**src/rtl/asc_pkg.sv**
```systemverilog
// Shared helpers for the alignment scorer.
// Assumes orientation codes form a closed circle of num_dir steps.
package asc_pkg;

    // Circular distance between two orientation codes.
    function automatic int circ_dist(int a, int b, int num_dir);
        int d;
        d = (a - b + num_dir) % num_dir;
        if (2 * d > num_dir) begin
            d = num_dir - d;
        end
        return d;
    endfunction

endpackage

```
**src/rtl/asc_weight.sv**
```systemverilog
// Maps a pixel orientation code to a weight by its circular distance from
// the chosen orientation. Purely combinational. Assumes W_CENTRE is the
// largest weight and fits WGT_W bits.
module asc_weight #(
    parameter int DIR_W     = 2,
    parameter int ALIGN_DIR = 1,
    parameter int W_CENTRE  = 8,
    parameter int W_NEAR    = 4,
    parameter int W_FAR     = 1,
    parameter int WGT_W     = 4
) (
    input  logic [DIR_W-1:0] dir_code,
    output logic [WGT_W-1:0] weight
);
    localparam int NUM_DIR = 1 << DIR_W;

    logic [WGT_W-1:0] lut [NUM_DIR];

    // One table entry per orientation code, computed at elaboration.
    for (genvar g = 0; g < NUM_DIR; g++) begin : g_lut
        localparam int DIST = asc_pkg::circ_dist(g, ALIGN_DIR, NUM_DIR);
        localparam int WV   = (DIST == 0) ? W_CENTRE : ((DIST == 1) ? W_NEAR : W_FAR);
        assign lut[g] = WGT_W'(WV);
    end

    // Table lookup for the incoming pixel.
    assign weight = lut[dir_code];

endmodule

```
**src/rtl/asc_window.sv**
```systemverilog
// 3x3 neighbourhood sum of weights in stream order: two line-long delays
// build a vertical sum, two single-pixel delays of that sum build the
// horizontal sum. History counts as zero at the frame-start pixel.
// Assumes accept marks exactly one pixel per cycle at most.
module asc_window #(
    parameter int LINE_W  = 8,
    parameter int WGT_W   = 4,
    parameter int W_MAX   = 8,
    parameter int LOCAL_W = 7
) (
    input  logic               clk,
    input  logic               rst_n,
    input  logic               accept,
    input  logic               sof,
    input  logic               edge_flag,
    input  logic [WGT_W-1:0]   weight,
    output logic [LOCAL_W-1:0] local_val
);
    localparam int DEPTH  = 2 * LINE_W;
    localparam int VSUM_W = $clog2(3 * W_MAX + 1);

    logic [WGT_W-1:0]   line_q [DEPTH];
    logic [VSUM_W-1:0]  vcol_q [2];
    logic [WGT_W-1:0]   up1, up2;
    logic [VSUM_W-1:0]  left1, left2, vsum;
    logic [LOCAL_W-1:0] hsum;

    // Select history, forcing zeros on the first pixel of a frame.
    always_comb begin
        up1   = sof ? '0 : line_q[LINE_W-1];
        up2   = sof ? '0 : line_q[DEPTH-1];
        left1 = sof ? '0 : vcol_q[0];
        left2 = sof ? '0 : vcol_q[1];
        vsum  = VSUM_W'(weight) + VSUM_W'(up1) + VSUM_W'(up2);
        hsum  = LOCAL_W'(vsum) + LOCAL_W'(left1) + LOCAL_W'(left2);
    end

    // Keep the window value only at edge pixels.
    assign local_val = edge_flag ? hsum : '0;

    // Shift the line delay on each accepted pixel.
    always_ff @(posedge clk) begin
        if (!rst_n) begin
            for (int k = 0; k < DEPTH; k++) line_q[k] <= '0;
        end else if (accept) begin
            line_q[0] <= weight;
            for (int k = 1; k < DEPTH; k++) line_q[k] <= sof ? '0 : line_q[k-1];
        end
    end

    // Shift the two-entry delay of vertical sums on each accepted pixel.
    always_ff @(posedge clk) begin
        if (!rst_n) begin
            vcol_q[0] <= '0;
            vcol_q[1] <= '0;
        end else if (accept) begin
            vcol_q[0] <= vsum;
            vcol_q[1] <= left1;
        end
    end

    // the frame-start pixel sees no history from the previous frame.
    p_sof_clean_r2: assert property (@(posedge clk) disable iff (!rst_n)
        (accept && sof) |-> (local_val == (edge_flag ? LOCAL_W'(weight) : '0)));

endmodule

```
**src/rtl/asc_frame_stats.sv**
```systemverilog
// Counts edge pixels and sums gated local values over a frame with
// saturation, and at the last pixel turns them into a mean for the next
// frame. Assumes sof and eof mark the first and last accepted pixels.
module asc_frame_stats #(
    parameter int CNT_W   = 8,
    parameter int ACC_W   = 16,
    parameter int MEAN_W  = 8,
    parameter int LOCAL_W = 7
) (
    input  logic               clk,
    input  logic               rst_n,
    input  logic               accept,
    input  logic               sof,
    input  logic               eof,
    input  logic               edge_flag,
    input  logic [LOCAL_W-1:0] local_val,
    output logic [MEAN_W-1:0]  mean
);
    localparam logic [ACC_W-1:0] MEAN_MAX = ACC_W'((1 << MEAN_W) - 1);

    logic [CNT_W-1:0]  cnt_q, cnt_base, cnt_nx;
    logic [ACC_W-1:0]  acc_q, acc_base, acc_nx, q_full, divisor;
    logic [ACC_W:0]    acc_sum;
    logic [MEAN_W-1:0] mean_q, mean_nx;

    // Next count and sum, restarting at frame start and saturating.
    always_comb begin
        cnt_base = sof ? '0 : cnt_q;
        acc_base = sof ? '0 : acc_q;
        acc_sum  = {1'b0, acc_base} + (ACC_W+1)'(local_val);
        if (edge_flag) begin
            cnt_nx = (cnt_base == '1) ? cnt_base : cnt_base + 1'b1;
            acc_nx = acc_sum[ACC_W] ? '1 : acc_sum[ACC_W-1:0];
        end else begin
            cnt_nx = cnt_base;
            acc_nx = acc_base;
        end
    end

    // Frame mean candidate, clamped into 1..max; divisor guarded from zero.
    always_comb begin
        divisor = (cnt_nx == '0) ? ACC_W'(1) : ACC_W'(cnt_nx);
        q_full  = acc_nx / divisor;
        if (q_full > MEAN_MAX)    mean_nx = '1;
        else if (q_full == '0)    mean_nx = MEAN_W'(1);
        else                      mean_nx = q_full[MEAN_W-1:0];
    end

    // Update count and sum on each accepted pixel.
    always_ff @(posedge clk) begin
        if (!rst_n) begin
            cnt_q <= '0;
            acc_q <= '0;
        end else if (accept) begin
            cnt_q <= cnt_nx;
            acc_q <= acc_nx;
        end
    end

    // Register the mean at frame end when at least one edge pixel was seen.
    always_ff @(posedge clk) begin
        if (!rst_n) begin
            mean_q <= MEAN_W'(1);
        end else if (accept && eof && (cnt_nx != '0)) begin
            mean_q <= mean_nx;
        end
    end

    assign mean = mean_q;

    // the mean never reaches zero.
    p_mean_nonzero_r6: assert property (@(posedge clk) disable iff (!rst_n)
        mean_q != '0);

    // a frame with no edge pixels keeps the old mean.
    p_mean_hold_r6: assert property (@(posedge clk) disable iff (!rst_n)
        (accept && eof && (cnt_nx == '0)) |=> (mean_q == $past(mean_q)));

    // the edge count does not wrap within a frame.
    p_count_no_wrap_r5: assert property (@(posedge clk) disable iff (!rst_n)
        (accept && !sof && (cnt_q == '1)) |=> (cnt_q == '1));

    // the sum does not wrap within a frame.
    p_acc_no_wrap_r5: assert property (@(posedge clk) disable iff (!rst_n)
        (accept && !sof && (acc_q == '1)) |=> (acc_q == '1));

endmodule

```
**src/rtl/asc_seq_div.sv**
```systemverilog
// Restoring divider, one quotient bit per cycle, fixed latency DVD_W.
// Assumes start only while idle and a nonzero divisor.
module asc_seq_div #(
    parameter int DVD_W = 7,
    parameter int DIV_W = 8
) (
    input  logic             clk,
    input  logic             rst_n,
    input  logic             start,
    input  logic [DVD_W-1:0] dividend,
    input  logic [DIV_W-1:0] divisor,
    output logic             busy,
    output logic             done,
    output logic [DVD_W-1:0] quotient
);
    localparam int STEP_W = $clog2(DVD_W + 1);

    logic [DIV_W-1:0]  rem_q, div_q;
    logic [DVD_W-1:0]  quo_q, dvd_q, res_q, quo_nx;
    logic [STEP_W-1:0] step_q;
    logic              busy_q, done_q, ge;
    logic [DIV_W:0]    rem_sh, rem_diff;

    // One restoring step: shift in the next dividend bit and trial-subtract.
    always_comb begin
        rem_sh   = {rem_q, quo_q[DVD_W-1]};
        rem_diff = rem_sh - {1'b0, div_q};
        ge       = (rem_sh >= {1'b0, div_q});
        quo_nx   = {quo_q[DVD_W-2:0], ge};
    end

    // Load operands on start, then iterate until all bits are done.
    always_ff @(posedge clk) begin
        if (!rst_n) begin
            rem_q  <= '0;
            quo_q  <= '0;
            div_q  <= '0;
            dvd_q  <= '0;
            res_q  <= '0;
            step_q <= '0;
            busy_q <= 1'b0;
            done_q <= 1'b0;
        end else begin
            done_q <= 1'b0;
            if (start && !busy_q) begin
                rem_q  <= '0;
                quo_q  <= dividend;
                dvd_q  <= dividend;
                div_q  <= divisor;
                step_q <= STEP_W'(DVD_W);
                busy_q <= 1'b1;
            end else if (busy_q) begin
                rem_q  <= ge ? rem_diff[DIV_W-1:0] : rem_sh[DIV_W-1:0];
                quo_q  <= quo_nx;
                step_q <= step_q - 1'b1;
                if (step_q == STEP_W'(1)) begin
                    busy_q <= 1'b0;
                    done_q <= 1'b1;
                    res_q  <= quo_nx;
                end
            end
        end
    end

    assign busy     = busy_q;
    assign done     = done_q;
    assign quotient = res_q;

    // a new division is only started while idle.
    p_start_idle_r8: assert property (@(posedge clk) disable iff (!rst_n)
        start |-> !busy_q);

    // the divisor handed over is never zero.
    p_div_nonzero_r6: assert property (@(posedge clk) disable iff (!rst_n)
        start |-> (divisor != '0));

    // the result is the floor quotient of the latched operands.
    p_quotient_exact_r4: assert property (@(posedge clk) disable iff (!rst_n)
        done |-> ((32'(res_q) * 32'(div_q) <= 32'(dvd_q)) &&
                  ((32'(res_q) + 32'd1) * 32'(div_q) > 32'(dvd_q))));

endmodule

```
**src/rtl/align_score_top.sv**
```systemverilog
// Per-orientation alignment scorer: weight lookup, 3x3 smoothing gated by
// the edge flag, frame statistics for a mean, and a multi-cycle division of
// each local value by the previous frame's mean. Assumes each frame begins
// with an sof pixel and ends with an eof pixel.
module align_score_top #(
    parameter int LINE_W    = 8,
    parameter int DIR_W     = 2,
    parameter int ALIGN_DIR = 1,
    parameter int W_CENTRE  = 8,
    parameter int W_NEAR    = 4,
    parameter int W_FAR     = 1,
    parameter int CNT_W     = 8,
    parameter int ACC_W     = 16,
    parameter int MEAN_W    = 8,
    localparam int SCORE_W  = $clog2(9 * W_CENTRE + 1)
) (
    input  logic               clk,
    input  logic               rst_n,
    input  logic               in_valid,
    output logic               in_ready,
    input  logic [DIR_W-1:0]   in_dir,
    input  logic               in_edge,
    input  logic               in_sof,
    input  logic               in_eof,
    output logic               out_valid,
    output logic [SCORE_W-1:0] out_score
);
    localparam int WGT_W = $clog2(W_CENTRE + 1);

    logic               accept, div_busy;
    logic [WGT_W-1:0]   weight;
    logic [SCORE_W-1:0] local_val;
    logic [MEAN_W-1:0]  mean;

    // Pixel handshake: take a pixel only while the divider is idle.
    assign in_ready = !div_busy;
    assign accept   = in_valid && in_ready;

    asc_weight #(
        .DIR_W(DIR_W), .ALIGN_DIR(ALIGN_DIR), .W_CENTRE(W_CENTRE),
        .W_NEAR(W_NEAR), .W_FAR(W_FAR), .WGT_W(WGT_W)
    ) i_weight (
        .dir_code(in_dir),
        .weight  (weight)
    );

    asc_window #(
        .LINE_W(LINE_W), .WGT_W(WGT_W), .W_MAX(W_CENTRE), .LOCAL_W(SCORE_W)
    ) i_window (
        .clk      (clk),
        .rst_n    (rst_n),
        .accept   (accept),
        .sof      (in_sof),
        .edge_flag(in_edge),
        .weight   (weight),
        .local_val(local_val)
    );

    asc_frame_stats #(
        .CNT_W(CNT_W), .ACC_W(ACC_W), .MEAN_W(MEAN_W), .LOCAL_W(SCORE_W)
    ) i_stats (
        .clk      (clk),
        .rst_n    (rst_n),
        .accept   (accept),
        .sof      (in_sof),
        .eof      (in_eof),
        .edge_flag(in_edge),
        .local_val(local_val),
        .mean     (mean)
    );

    asc_seq_div #(
        .DVD_W(SCORE_W), .DIV_W(MEAN_W)
    ) i_div (
        .clk     (clk),
        .rst_n   (rst_n),
        .start   (accept),
        .dividend(local_val),
        .divisor (mean),
        .busy    (div_busy),
        .done    (out_valid),
        .quotient(out_score)
    );

    // a non-edge pixel contributes a zero local value.
    p_gate_r3: assert property (@(posedge clk) disable iff (!rst_n)
        (accept && !in_edge) |-> (local_val == '0));

    // accepting a pixel drops ready on the next cycle.
    p_ready_drop_r8: assert property (@(posedge clk) disable iff (!rst_n)
        accept |=> !in_ready);

    // a score appears together with ready returning.
    p_out_ready_r8: assert property (@(posedge clk) disable iff (!rst_n)
        out_valid |-> in_ready);

endmodule

```
**config.mk**
```make
export PLATFORM = sky130hd
export DESIGN_NAME = align_score_top
export DESIGN_NICKNAME = d
export VERILOG_FILES = /design/src/rtl/asc_pkg.sv /design/src/rtl/asc_weight.sv /design/src/rtl/asc_window.sv /design/src/rtl/asc_frame_stats.sv /design/src/rtl/asc_seq_div.sv /design/src/rtl/align_score_top.sv
export SDC_FILE = /design/constraint.sdc
export NUM_CORES = 1
export LEC_CHECK = 0
export BUFFER_PORTS_ARGS = -buffer_cell sky130_fd_sc_hd__clkbuf_2
export CAP_MARGIN = 15
export CORE_UTILIZATION = 66
export CTS_BUF_LIST = sky130_fd_sc_hd__clkbuf_4
export DETAILED_ROUTE_END_ITERATION = 10
export PLACE_DENSITY = 0.82
export SYNTH_ARGS = -nofsm -noshare
export SYNTH_HDL_FRONTEND = slang
export SYNTH_SLANG_ARGS = --single-unit
```
**constraint.sdc**
```tcl
create_clock -name clk -period 150.7 [get_ports clk]
set_clock_uncertainty 0.15 [all_clocks]
set_input_delay 37.675 -clock clk [delete_from_list [all_inputs] [get_ports clk]]
set_output_delay 37.675 -clock clk [all_outputs]
set_load 0.01 [all_outputs]
```
* Word level (Yosys, flattened, before mapping)
Memory sizes are Yosys's and may differ from the RTL's. Index checks and enable logic that the tools add are counted.
Word-level totals: flip-flop bits (word level) 67, bits in latches 0, memory bits (writable) 74, bits in read-only memories 0, input port bits 8, output and inout bits 9, word-level logic and storage cells 122, memories kept 2
Cells by class: add/sub/neg operators 8, multiply operators 0, div/mod/pow operators 1, order comparisons 3, equality and inequality tests 2, shifts and indexed selects 0, mux-type cells 62, bitwise logic cells 22, reduce and logical (&&, ||, !) cells 12
Memory list:
- i_window.line_q | words 16, bits a word 4, rd ports 16, clocked after memory_dff 0, write ports 16, line asc_window.sv:22 | logic [WGT_W-1:0] line_q [DEPTH];
- i_window.vcol_q | words 2, bits a word 5, rd ports 2, clocked after memory_dff 0, write ports 2, line asc_window.sv:23 | logic [VSUM_W-1:0] vcol_q [2];
Operators by type and width (number):
- 4-bit two-way mux | 34
- 8-bit two-way mux | 7
- 16-bit two-way mux | 3
- 7-bit two-way mux | 3
- 5-bit two-way mux | 4
- 1-bit OR | 18
- 16-bit by 7-bit adder with 17-bit output | 1
- 16-bit by 16-bit divider with 16-bit output | 1
- 16-bit by 8-bit > comparator with 1-bit output (second input constant) | 1
- 16-bit zero test | 1
- 9-bit by 8-bit >= comparator with 1-bit output | 1
- 8-bit by 1-bit adder with 8-bit output (second input constant) | 1
- 4-bit binary-select mux with 2-bit select | 1
- 8-bit == test (second input constant) | 1
- 8-bit zero test | 1
- 1-bit two-way mux | 8
- 8-bit nonzero test | 1
- 8-bit subtractor | 1
- 7-bit by 5-bit adder with 7-bit output | 1
- 5-bit by 5-bit adder with 6-bit output | 1
- 3-bit two-way mux | 2
- 4-bit by 4-bit adder with 5-bit output | 1
- 5-bit by 4-bit adder with 5-bit output | 1
- 1-bit logical AND | 4
- 10 further kinds | 12

* Depth between registers and ports, before layout
depth after elaboration 16, mapped depth 193, mapped depth without buffers 181

* Modules after synthesis
From an unflattened synthesis, not the netlist that was laid out.
Second synthesis, totals: cells, all modules 1499, area, all modules 12894.9 µm²
By module, submodules not included:
- asc_frame_stats | instances 1, cells each 1038, area an instance 7656.1 µm², seq. area each 640.6 µm²
- asc_window | instances 1, cells each 233, area an instance 3402.0 µm², seq. area each 2222.1 µm²
- asc_seq_div | instances 1, cells each 221, area an instance 1795.5 µm², seq. area each 700.7 µm²
- asc_weight | instances 1, cells each 5, area an instance 31.3 µm², seq. area each 0.0 µm²
- align_score_top | instances 1, cells each 2, area an instance 10.0 µm², seq. area each 0.0 µm²

* Worst setup path after synthesis
OpenSTA, ideal clock, no wires.
kind input port to flip-flop, from input port in_sof, to register i_stats.mean_q[0], in the netlist i_stats.mean[0], library setup time 0.130 ns, arrival time 72.852 ns, data required time 150.420 ns, slack 77.569 ns, stages 185, buffers on the path 13, cell sequence buf_4 -> clkbuf_1 -> clkbuf_1 -> clkbuf_1 -> clkbuf_1 -> clkbuf_1 -> nor2b_1 -> fa_1 -> ha_1 -> inv_1 -> fa_1 -> inv_1 -> ha_1 -> a21o_1 -> a21o_1 -> a21o_1 -> a21oi_1 -> xor2_1 -> [149 not listed] -> nor3_2 -> buf_2 -> nand2_1 -> o21ai_0 -> ha_1 -> a21o_1 -> a21oi_1 -> nor2b_1 -> o21ai_0 -> nand2b_1 -> a21oi_1 -> nor2b_1 -> o21ai_0 -> nand4_1 -> inv_1 -> o31a_1 -> a41o_1 -> a21oi_1
On the way: word-level cells in the longest chain between the ends 13, elaborated cells between the ends (all ways) 27, those cells by class 6 x add/sub; 1 x div; 1 x order compare; 1 x eq/ne; 14 x mux; 4 x reduce/logical
RTL lines:
- from (decl) | line align_score_top.sv:23 | input logic in_sof,
- 4-bit two-way mux (*) | line asc_window.sv:30 | up1 = sof ? '0 : line_q[LINE_W-1];
- via i_window.up1[0] | line asc_window.sv:24 | logic [WGT_W-1:0] up1, up2;
- 4-bit by 4-bit adder with 5-bit output (*) | line asc_window.sv:34 | vsum = VSUM_W'(weight) + VSUM_W'(up1) + VSUM_W'(up2);
- 5-bit by 4-bit adder with 5-bit output (*) | line asc_window.sv:34
- via i_window.vsum[0] | line asc_window.sv:25 | logic [VSUM_W-1:0] left1, left2, vsum;
- 5-bit by 5-bit adder with 6-bit output (*) | line asc_window.sv:35 | hsum = LOCAL_W'(vsum) + LOCAL_W'(left1) + LOCAL_W'(left2);
- 7-bit by 5-bit adder with 7-bit output (*) | line asc_window.sv:35
- 7-bit two-way mux (*) | line asc_window.sv:39 | assign local_val = edge_flag ? hsum : '0;
- 16-bit by 7-bit adder with 17-bit output (*) | line asc_frame_stats.sv:30 | acc_sum = {1'b0, acc_base} + (ACC_W+1)'(local_val);
- 16-bit two-way mux (*) | line asc_frame_stats.sv:33 | acc_nx = acc_sum[ACC_W] ? '1 : acc_sum[ACC_W-1:0];
- 16-bit two-way mux (*) | line asc_frame_stats.sv:31 | if (edge_flag) begin
- via i_stats.acc_nx[15] | line asc_frame_stats.sv:22 | logic [ACC_W-1:0] acc_q, acc_base, acc_nx, q_full, divisor;
- 16-bit by 16-bit divider with 16-bit output (*) | line asc_frame_stats.sv:43 | q_full = acc_nx / divisor;
- parallel branches: the longest is 2 deep, another holds 16-bit by 8-bit > comparator with 1-bit output
- 8-bit two-way mux (*) | line asc_frame_stats.sv:44 | if (q_full > MEAN_MAX) mean_nx = '1;
- to (signal assigned) | line asc_frame_stats.sv:65 | mean_q <= mean_nx;
- to (decl) | line asc_frame_stats.sv:24 | logic [MEAN_W-1:0] mean_q, mean_nx;
Mark *: on every way through the listed nets, which the timed path passes. A chain may end at the register's enable or synchronous reset.

* Worst setup path in the final report
Ends and elaborated chain as after synthesis.

==> results.json <==
{
  "worstHoldPathType": "flop to flop",
  "crit_path_top_delay_cell": "nor2b_1",
  "crit_start": "in_sof",
  "grt_pass1_vias": 10500,
  "dp.cells": 1716,
  "finalCritPeriodShare": 0.512,
  "clock.fmax_ghz": 0.0130,
  "drt-initial-drc-count": 847,
  "hpwl_mm": 22.1,
  "setup_viol": 0,
  "fin_ws_ns": 73.59,
  "synth_top_cell_area_share": 0.140,
  "synth_top_family_by_area": "simple AND/OR/NAND/NOR gates",
  "period_minus_slack_ns": 77.11,
  "synth_compound_gate_area_share": 0.239,
  "async_flop_share": 0,
  "finalNonFillerCells": 1748,
  "die_y_microns": 139,
  "track_usage": 0.311,
  "antenna_found_initial": 0,
  "final_nets": 1651,
  "cp_common_cell": "o21a_1",
  "postSynthAreaPerCell_sq_um": 8.19,
  "grt-ovfl-total": 0,
  "area_growth_pct": 4.23,
  "yosysTopAreaCell": "edfxtp_1",
  "seq_area_frac_synth": 0.248,
  "cp.depth": 170,
  "syn_nets": 1661,
  "grt_max_degree": 70,
  "top_level_ports": 17,
  "hold_buffers": 0,
  "clock-sinks": 125,
  "yosys_most_used_dff": "dfxtp_1",
  "die-width_microns": 139,
  "grt_pass1_wl_mm": 49.8,
  "fin_setup_tns_ns": 0,
  "r2r-end": "i_stats.mean[0]$_SDFFE_PN1P_",
  "globalplace.congestion": 0.982,
  "cts_setup_buffers": 0,
  "routedWlPerCell_microns": 16.9,
  "vias": 11300,
  "vias_per_cell": 6.45,
  "ff2ff_path_depth": 168,
  "drv_cap": 0,
  "worst_setup_path_start_kind": "input port",
  "drive_above_1_share": 0.0902,
  "cts_buffers": 17,
  "slew_headroom": 0.283,
  "clkTransAtPathRegs_ns": 0.12,
  "worst_skew_pair.late_latency_ns": 0.56,
  "cp.arrival_ns": 77.40,
  "cp.required_ns": 150.99,
  "synth_xor_area_frac": 0.0451,
  "timing_worst_setup_path_type": "input port to flop",
  "synth_simple_gate_area_frac": 0.242,
  "diodes": 0,
  "end_kind": "flop",
  "synth_seq_cells": 125,
  "synth_most_common_cell": "nor2_1",
  "ctsResizeCount": 0,
  "cp_max_fo": 54,
  "die_area_sq_um": 19400,
  "critPathCapture": "i_stats.mean[0]$_SDFFE_PN1P_",
  "ys_types": 103,
  "core_sq_um": 18200,
  "tritoncts": "yes",
  "drt_wl_total_mm": 29.6,
  "htreeDepth": 4,
  "report.final.hold_viol_count": 0,
  "critical-path-max-stage-delay_ns": 0.79,
  "cts_root_buffer": "clkbuf_4",
  "dr.pass1.iters": 5,
  "path_buf_inv": 7,
  "yosysWarnings": 0,
  "portBuffers": 16,
  "syn_inst": 1516,
  "max_slew.worst_pin.slew_ns": 1.08,
  "synthTopCellsByArea": "edfxtp_1, ha_1, dfxtp_1",
  "synthMuxAreaShare": 0.0429,
  "num_rows": 49,
  "initial_core_util": 0.682,
  "r2r_start": "i_window.line_q[0][28]$_SDFFCE_PP0P_",
  "drc": 0,
  "synthTopCellsByCount": "nor2_1, ha_1, nand2_1",
  "dp_slack_ns": 73.71,
  "syn_area_sq_um": 12400,
  "synth_fa_ha_area_frac": 0.142,
  "outcome": "complete, no violations",
  "r2r_setup_slack_ns": 110.82,
  "postRouteAntennaNets": 0,
  "synth_edf_count": 58,
  "slew_violations": 0,
  "cp_top_family": "compound AO/OA/AOI/OAI gates",
  "rsz0062_at_grt": "no",
  "clock_path_buffers": 2
}
flip-flops by register name, summed over array words and instances (netlist names):
name / cells
i_div.busy: 1
i_div.div_q: 8
i_div.step_q: 3
i_div.quo_q: 7
i_window.vcol_q: 10
i_stats.mean: 8
i_div.quotient: 7
i_div.done: 1
i_stats.acc_q: 16
i_stats.cnt_q: 8
i_div.rem_q: 8
i_window.line_q: 48
worst min path at each step:
stage                                              from                       endpoint  slack (ns)  depth (start not counted)
final                     i_stats.acc_q[2]$_SDFFE_PN0P_  i_stats.acc_q[2]$_SDFFE_PN0P_        0.31                          2
after global routing        i_div.div_q[5]$_SDFFE_PN0P_    i_div.div_q[5]$_SDFFE_PN0P_        0.33                          2
after CTS                 i_stats.acc_q[2]$_SDFFE_PN0P_  i_stats.acc_q[2]$_SDFFE_PN0P_        0.31                          2
after detailed placement  i_stats.acc_q[2]$_SDFFE_PN0P_  i_stats.acc_q[2]$_SDFFE_PN0P_        0.29                          2
after global placement    i_stats.acc_q[0]$_SDFFE_PN0P_  i_stats.acc_q[0]$_SDFFE_PN0P_        0.29                          2
after floorplan            i_stats.mean[2]$_SDFFE_PN0P_    i_div.div_q[2]$_SDFFE_PN0P_        0.28                          2
kinds of logic (layout without fill, tap and decap cells):
family,Yosys count,after routing
flops,125,125
mux,50,50
fa+ha+maj,137,137
xor+xnor,64,64
simple gates,590,590
buf+inv,125,128
compound gates,425,425
worst min-delay path: stages (launching register included):
cell	delay (ns)
dfxtp_1	0.33
nand2_1	0.05
a21oi_1	0.05
layout by cell type (no fill, tap or decap), types with 25 or more instances in the layout:
master / count
xor2_1: 28
and3_1: 54
and2_1: 35
edfxtp_1: 58
a21o_1: 25
nor2_1: 156
nor2b_1: 47
nand2b_1: 28
a21oi_1: 120
inv_1: 67
nor3_1: 52
xnor2_1: 36
o21ai_0: 54
ha_1: 130
o21a_1: 45
dfxtp_1: 67
a211oi_1: 28
nand2_1: 123
mux2i_1: 27
metal layers:
| metal | vias up | wire (microns) | global-route usage |
|---|---|---|---|
| met3 | 66 | 1560 | 0.0418 |
| met4 | 0 | 733 | 0.104 |
| li1 | 5571 | - | - |
| met2 | 342 | 13800 | 0.516 |
| met1 | 5287 | 13500 | 0.418 |
| met5 | - | 0 | 0 |
layout make-up:
type                    instances  area, sq um
repair buffers                 26          155
fillers                      1487         5270
clock buffers                  17          128
well taps                     229          287
flip-flops and latches        125         3080
multi-input cells            1266         8850
clock inverters                15          175
inverters                      70          263
stage by stage:
stage,util,hold slack (ns),cell area [sq um]
2_1_floorplan,-,0.279,12400
3_5_place_dp,0.694,0.293,12600
3_3_place_gp,0.694,0.288,12600
4_1_cts,0.711,0.310,12900
6_report,0.711,0.310,12900
5_1_grt,0.711,0.327,12900
Power is left out: the tool's default activity adds up to more than one toggle a clock period on the data nets, which glitch-free logic cannot reach.
